$ cat config.mk
export PLATFORM = sky130hd
export DESIGN_NAME = tmr16_top
export DESIGN_NICKNAME = d
export VERILOG_FILES = /design/src/rtl/tmr16_pkg.sv /design/src/rtl/tmr16_ctrl.sv /design/src/rtl/tmr16_dpath.sv /design/src/rtl/tmr16_top.sv
export SDC_FILE = /design/constraint.sdc
export NUM_CORES = 1
export LEC_CHECK = 0
export CORE_MARGIN = 2
export CORE_UTILIZATION = 55
export DETAILED_ROUTE_END_ITERATION = 16
export PLACE_DENSITY = 0.75
export SYNTH_ARGS = -nofsm -noshare
export SYNTH_HDL_FRONTEND = slang
export SYNTH_SLANG_ARGS = --single-unit
$ cat constraint.sdc
create_clock -name clk -period 2.9 [get_ports clk]
set_input_delay 0.58 -clock clk [delete_from_list [all_inputs] [get_ports clk]]
set_output_delay 0.58 -clock clk [all_outputs]
set_load 0.03 [all_outputs]
$ cat src/rtl/tmr16_pkg.sv
package tmr16_pkg;
  localparam int CNT_BYTES = 2;
  localparam int CNT_W     = 8 * CNT_BYTES;
  localparam int ADDR_W    = 3;
  localparam int PRESC_W   = 9;
  localparam int REG_CTRL  = 0;
  localparam int REG_A_LO  = 1;
  localparam int REG_B_LO  = REG_A_LO + CNT_BYTES;

  typedef enum logic [1:0] {
    MODE_COMPARE = 2'b00,
    MODE_CAPTURE = 2'b01,
    MODE_ONESHOT = 2'b10,
    MODE_REPEAT  = 2'b11
  } tmrMode_e;

  typedef struct packed {
    logic     en;
    tmrMode_e mode;
    logic     tick;
    logic     capture;
  } tmrStrobe_t;
endpackage

$ cat src/rtl/tmr16_ctrl.sv
module tmr16_ctrl
  import tmr16_pkg::*;
#(
  parameter int SYNC_STAGES = 2
) (
  input  logic              clk,
  input  logic              rstN,
  input  logic              wrEn,
  input  logic [ADDR_W-1:0] wrAddr,
  input  logic [7:0]        wrData,
  input  logic              extTick,
  input  logic              capIn,
  output tmrStrobe_t        strobe,
  output logic [7:0]        ctrlByte
);
  logic [7:0]           ctrlR;
  logic [PRESC_W-1:0]   prescR;
  logic [SYNC_STAGES:0] capSync;
  logic [PRESC_W-1:0]   divMask;
  logic                 prescTick;
  logic                 capEdge;
  logic                 ctrlWr;

  function automatic int selShift(input logic [2:0] sel);
    case (sel)
      3'd0:    return 0;
      3'd1:    return 1;
      3'd2:    return 2;
      3'd3:    return 3;
      3'd4:    return 5;
      3'd5:    return 7;
      default: return 9;
    endcase
  endfunction

  assign ctrlWr = wrEn && (wrAddr == ADDR_W'(REG_CTRL));

  always_ff @(posedge clk or negedge rstN) begin
    if (!rstN) begin
      ctrlR   <= '0;
      prescR  <= '0;
      capSync <= '0;
    end else begin
      if (ctrlWr) ctrlR <= wrData;
      prescR  <= ctrlR[7] ? prescR + 1'b1 : '0;
      capSync <= {capSync[SYNC_STAGES-1:0], capIn};
    end
  end

  always_comb begin
    divMask   = PRESC_W'((32'd1 << selShift(ctrlR[2:0])) - 32'd1);
    prescTick = (prescR & divMask) == divMask;
    capEdge   = capSync[SYNC_STAGES-1] && !capSync[SYNC_STAGES];
    strobe.en      = ctrlR[7];
    strobe.mode    = tmrMode_e'(ctrlR[5:4]);
    strobe.tick    = ctrlR[7] && ((ctrlR[2:0] == 3'd7) ? extTick : prescTick);
    strobe.capture = ctrlR[7] && (ctrlR[5:4] == MODE_CAPTURE) && capEdge;
  end

  assign ctrlByte = ctrlR;

  // divide-by-two never ticks on two cycles in a row
  a_r3_div2_gap: assert property (@(posedge clk) disable iff (!rstN)
    (strobe.tick && ctrlR[2:0] == 3'd1 && !ctrlWr) |=> !strobe.tick);

  // prescaler is cleared while disabled
  a_r11_presc_clear: assert property (@(posedge clk) disable iff (!rstN)
    !strobe.en |=> (prescR == '0));
endmodule

$ cat src/rtl/tmr16_dpath.sv
module tmr16_dpath
  import tmr16_pkg::*;
(
  input  logic              clk,
  input  logic              rstN,
  input  tmrStrobe_t        strobe,
  input  logic              wrEn,
  input  logic [ADDR_W-1:0] wrAddr,
  input  logic [7:0]        wrData,
  output logic [CNT_W-1:0]  regA,
  output logic [CNT_W-1:0]  regB,
  output logic              toggleOut,
  output logic              pwmOut,
  output logic              matchIrq
);
  logic [CNT_W-1:0] cntR;
  logic [CNT_W-1:0] aNext;
  logic [CNT_W-1:0] bNext;
  logic             doneR;
  logic             togR;
  logic             irqR;

  always_comb begin
    aNext = regA;
    bNext = regB;
    for (int b = 0; b < CNT_BYTES; b++) begin
      if (wrEn && wrAddr == ADDR_W'(REG_A_LO + b)) aNext[b*8 +: 8] = wrData;
      if (wrEn && wrAddr == ADDR_W'(REG_B_LO + b)) bNext[b*8 +: 8] = wrData;
    end
    if (strobe.capture) bNext = cntR;
  end

  always_ff @(posedge clk or negedge rstN) begin
    if (!rstN) begin
      regA <= '0;
      regB <= '0;
    end else begin
      regA <= aNext;
      regB <= bNext;
    end
  end

  always_ff @(posedge clk or negedge rstN) begin
    if (!rstN) begin
      cntR  <= '0;
      doneR <= 1'b0;
      togR  <= 1'b0;
      irqR  <= 1'b0;
    end else if (!strobe.en) begin
      cntR  <= '0;
      doneR <= 1'b0;
      togR  <= 1'b0;
      irqR  <= 1'b0;
    end else begin
      irqR <= 1'b0;
      if (strobe.mode != MODE_ONESHOT) doneR <= 1'b0;
      if (strobe.tick) begin
        case (strobe.mode)
          MODE_COMPARE: begin
            if (cntR == regA) begin
              cntR <= '0;
              togR <= ~togR;
              irqR <= 1'b1;
            end else begin
              cntR <= cntR + 1'b1;
            end
          end
          MODE_CAPTURE: cntR <= cntR + 1'b1;
          default: begin
            if (!doneR) begin
              if (cntR == regA) begin
                irqR <= 1'b1;
                if (strobe.mode == MODE_REPEAT) cntR  <= '0;
                else                            doneR <= 1'b1;
              end else begin
                cntR <= cntR + 1'b1;
              end
            end
          end
        endcase
      end
    end
  end

  assign toggleOut = togR;
  assign matchIrq  = irqR;
  assign pwmOut    = strobe.en && strobe.mode[1] && !doneR && (cntR < regB);

  // a capture loads B with the count seen on that edge
  a_r6_capture_load: assert property (@(posedge clk) disable iff (!rstN)
    strobe.capture |=> (regB == $past(cntR)));

  // a write to B's low byte on a capture edge loses to the capture
  a_r7_capture_wins: assert property (@(posedge clk) disable iff (!rstN)
    (strobe.capture && wrEn && wrAddr == ADDR_W'(REG_B_LO)) |=> (regB[7:0] == $past(cntR[7:0])));

  // a finished one-shot keeps its count
  a_r10_oneshot_hold: assert property (@(posedge clk) disable iff (!rstN)
    (strobe.en && strobe.mode == MODE_ONESHOT && doneR) |=> $stable(cntR));

  // an interrupt pulse always follows a tick
  a_r5_irq_after_tick: assert property (@(posedge clk) disable iff (!rstN)
    matchIrq |-> $past(strobe.tick));

  // disabling clears the count and quiets the outputs
  a_r11_off_clear: assert property (@(posedge clk) disable iff (!rstN)
    !strobe.en |=> (cntR == '0 && !toggleOut && !matchIrq));
endmodule

$ cat src/rtl/tmr16_top.sv
module tmr16_top
  import tmr16_pkg::*;
(
  input  logic              clk,
  input  logic              rstN,
  input  logic              extTick,
  input  logic              capIn,
  input  logic              wrEn,
  input  logic [ADDR_W-1:0] wrAddr,
  input  logic [7:0]        wrData,
  input  logic [ADDR_W-1:0] rdAddr,
  output logic [7:0]        rdData,
  output logic              toggleOut,
  output logic              pwmOut,
  output logic              matchIrq
);
  tmrStrobe_t       strobe;
  logic [7:0]       ctrlByte;
  logic [CNT_W-1:0] regA;
  logic [CNT_W-1:0] regB;

  tmr16_ctrl #(.SYNC_STAGES(2)) ctrl_i (
    .clk(clk), .rstN(rstN), .wrEn(wrEn), .wrAddr(wrAddr), .wrData(wrData),
    .extTick(extTick), .capIn(capIn), .strobe(strobe), .ctrlByte(ctrlByte)
  );

  tmr16_dpath dpath_i (
    .clk(clk), .rstN(rstN), .strobe(strobe), .wrEn(wrEn), .wrAddr(wrAddr),
    .wrData(wrData), .regA(regA), .regB(regB), .toggleOut(toggleOut),
    .pwmOut(pwmOut), .matchIrq(matchIrq)
  );

  always_comb begin
    rdData = '0;
    if (rdAddr == ADDR_W'(REG_CTRL)) rdData = ctrlByte;
    for (int b = 0; b < CNT_BYTES; b++) begin
      if (rdAddr == ADDR_W'(REG_A_LO + b)) rdData = regA[b*8 +: 8];
      if (rdAddr == ADDR_W'(REG_B_LO + b)) rdData = regB[b*8 +: 8];
    end
  end
endmodule

==> qor.yml <==
period_share_pct: 94.4
synth.area.top_cells: "dfrtp_1 41%, ha_1 6.3%, mux2i_1 6.2%"
path_max_fanout: 11
cts_tree: "built"
drv_cap: 0
drtIter0Drc: 266
avgViaCountPerCell: 6.07
initial_utilization_pct: 56.7
worstSkewPairLatency_ns: 0.35
rsz0062_at_grt: "no"
drt_pass1_iterations: 5
slew_headroom_pct: 68.2
clockBufferDepth: 2
hold_violations: 0
yosys.area.top_type_share_pct: 40.8
grt_antenna_before_repair: 0
status: "complete, no violations"
max_freq_mhz: 365
yosysSeqAreaShare_pct: 40.8
critical_path_buf_inv_count: 0
ir_worst_vdd_v: 0.000457
path_cells: "or3_4 -> ha_1 -> and2b_1 -> mux2_2 -> o31a_1 -> o21a_1 -> a21o_1 -> a221o_2"
routabilityCongestion: 0.987
die_area_mm2: 0.00865
syn_nets: 484
cp.arrival_ns: 2.96
grt-ovfl-total: 0
ys_ff_latch: 71
worst_pin_slew_ns: 0.472
setup_tns_ns: 0
port_buffers: 29
h-tree-depth: 3
drv_slew: 0
die_x_um: 93.0
hold_class: "input pin to async pin"
syn_avg_cell_area_um2: 9.83
dp_hpwl_mm: 8.05
root_buffer: "clkbuf_8"
rows: 32
drive_gt1_share_pct: 18.3
grt_max_degree: 72
wl_per_cell_um: 18.4
fp.dieH_um: 93.0
core_mm2: 0.00769
detail-route-antenna-nets: 0
clock_skew_ns: 0.0117
cts_inserted_buffers: 9
ys_types: 58
holdBufCountCts: 0
track_usage_pct: 27.1
routed_wl_mm: 11.0
ys.flop_type: "dfrtp_1"
instances_no_fill: 594
grt_pass1_vias: 3532
ios: 30
synth-edff-count: 0
p_leak_nw: 2.54
required_ns: 3.13
layout.nets: 528
clkSlewWorstSetupHoldPaths_ns: 0.07
vias: 3608
finalHoldWorstSlack_ns: 0.237
cp-end-kind: "flip-flop"
synth_top_area_cell: "dfrtp_1"
async_reset_ff_share_pct: 100
cp-start-kind: "flip-flop"
finalSetupViolCount: 0
slowest_delay_ns: 0.43
drc: 0
num_antenna_cells: 0
cp_slowest_cell: "a221o_2"
netlist_area_mm2: 0.00436
grt_pass1_wl_mm: 18.0
cts_sinks: 71
syn2layout_area_growth_pct: 18.0
min_period_ns: 2.74
powerDensity_mw_per_mm2: 658
yosysWarnings: 0
crit_family: "compound AO/OA/AOI/OAI gates"
netlist_instances: 443
place_inst: 578
crit_type: "flip-flop to flip-flop"
## path summary, 6_finish.rpt
path,from,end,slack (ns),cells past startpoint
worst max-delay path,ctrl_i.ctrlByte[2],dpath_i.cntR[11],0.16,8
min in group clk,ctrl_i.capSync[0],ctrl_i.capSync[1],0.35,0
max in group asynchronous,rstN,dpath_i.regB[12],2.32,2
worst max register to register,ctrl_i.ctrlByte[2],dpath_i.cntR[11],0.16,8
worst min-delay path,rstN,ctrl_i.prescR[5],0.24,2
worst min register to register,ctrl_i.capSync[0],ctrl_i.capSync[1],0.35,0
## report_power, final
group,switching [W],total [W],internal [W]
Sequential,0.000189,0.00137,0.00118
Combinational,0.000512,0.000947,0.000435
Clock,0.000380,0.00106,0.000684
Total,0.00108,0.00338,0.00230
## cell families (layout without fill, tap and decap cells)
kind of cell	count (synthesis)	count (layout)	synth area share (%)
adder cells (fa/ha/maj)	22	22	6.32
AO/OA/AOI/OAI	97	97	15.1
XOR/XNOR	21	21	4.22
flip-flops	71	71	40.8
multiplexers	49	49	11.9
buffers and inverters	53	102	5.49
AND/OR/NAND/NOR	130	130	16.2
## area by class of cell
class	count	area (µm²)
Clock inverter	5	129
Clock buffer	11	141
Multi-Input combinational cell	319	2350
Inverter	25	93.8
Tap cell	102	128
Fill cell	620	2550
Timing Repair Buffer	61	526
Sequential cell	71	1780
## what timing repair did
action                     CTS  global route
resized for setup            1             3
cloned                       0             0
setup buffers                0             0
setup endpoints to repair    1             1
## flip-flops by register name, summed over array words and instances, names as in the netlist
name	cells
ctrl_i.prescR	9
dpath_i.doneR	1
dpath_i.matchIrq	1
dpath_i.cntR	16
ctrl_i.capSync	3
dpath_i.toggleOut	1
dpath_i.regA	16
dpath_i.regB	16
ctrl_i.ctrlByte	8
## cells in the mapped netlist (2+ instances only)
cell type	instances
ha_1	22
nand3_1	7
o22ai_1	9
o21a_1	4
nand2b_1	2
a22oi_1	9
nor4b_1	2
a31oi_1	2
nor3b_1	2
and2_1	9
o211ai_1	2
mux2_2	22
dfrtp_1	71
nor2_1	31
o211a_1	2
a221o_1	3
a21oi_1	30
nor2b_1	6
buf_2	2
mux2i_1	27
buf_1	2
or3_1	2
buf_4	2
buf_6	4
and3_1	9
nand3b_1	2
nor4_1	6
a211o_2	3
a211o_1	4
inv_1	25
nand4b_1	2
clkbuf_1	18
nand4_1	7
nor4bb_1	2
xnor2_1	3
and2b_1	3
a21boi_0	3
xor2_1	18
nand2_1	20
o21ai_0	10
a21o_1	5
nor3_1	13
## placed cells by master (no fill, tap or decap), drive strengths merged, types with 3 or more instances in the layout
cell type,n
and3,9
o22ai,9
o21a,4
nor2,31
o21ai,10
nor2b,7
clkdlybuf4s50,19
xor2,18
dfrtp,71
a21boi,3
nand4,7
a221o,4
nand3,7
or3,3
bufinv,4
mux2,22
xnor2,3
a21oi,30
clkbuf,12
nor4,6
ha,22
a21o,5
a22oi,9
nor3,14
inv,25
mux2i,27
a211o,7
buf,41
nand2,20
and2,9
and2b,3
## stage by stage
stage / util, % / instance area, µm² / setup WS (ns) / total power (W)
final: 66.9 / 5140 / 0.162 / 0.00338
after global routing: 66.9 / 5140 / 0.0459 / 0.00357
after CTS: 66.9 / 5140 / 0.0454 / 0.00339
after detailed placement: 63.4 / 4870 / 0.156 / 0.00232
after global placement: 63.4 / 4870 / 0.191 / 0.00228
after floorplan: - / 4360 / 0.229 / 0.00201
## layer usage
layer,part of all wire (%),global-route usage (%),wire (µm)
met5,0,0,0
met4,2.0,9.56,218
met3,5.9,4.27,646
met2,48,43.4,5240
met1,44,37.6,4850
No activity file was read; power rests on OpenSTA's default activity.
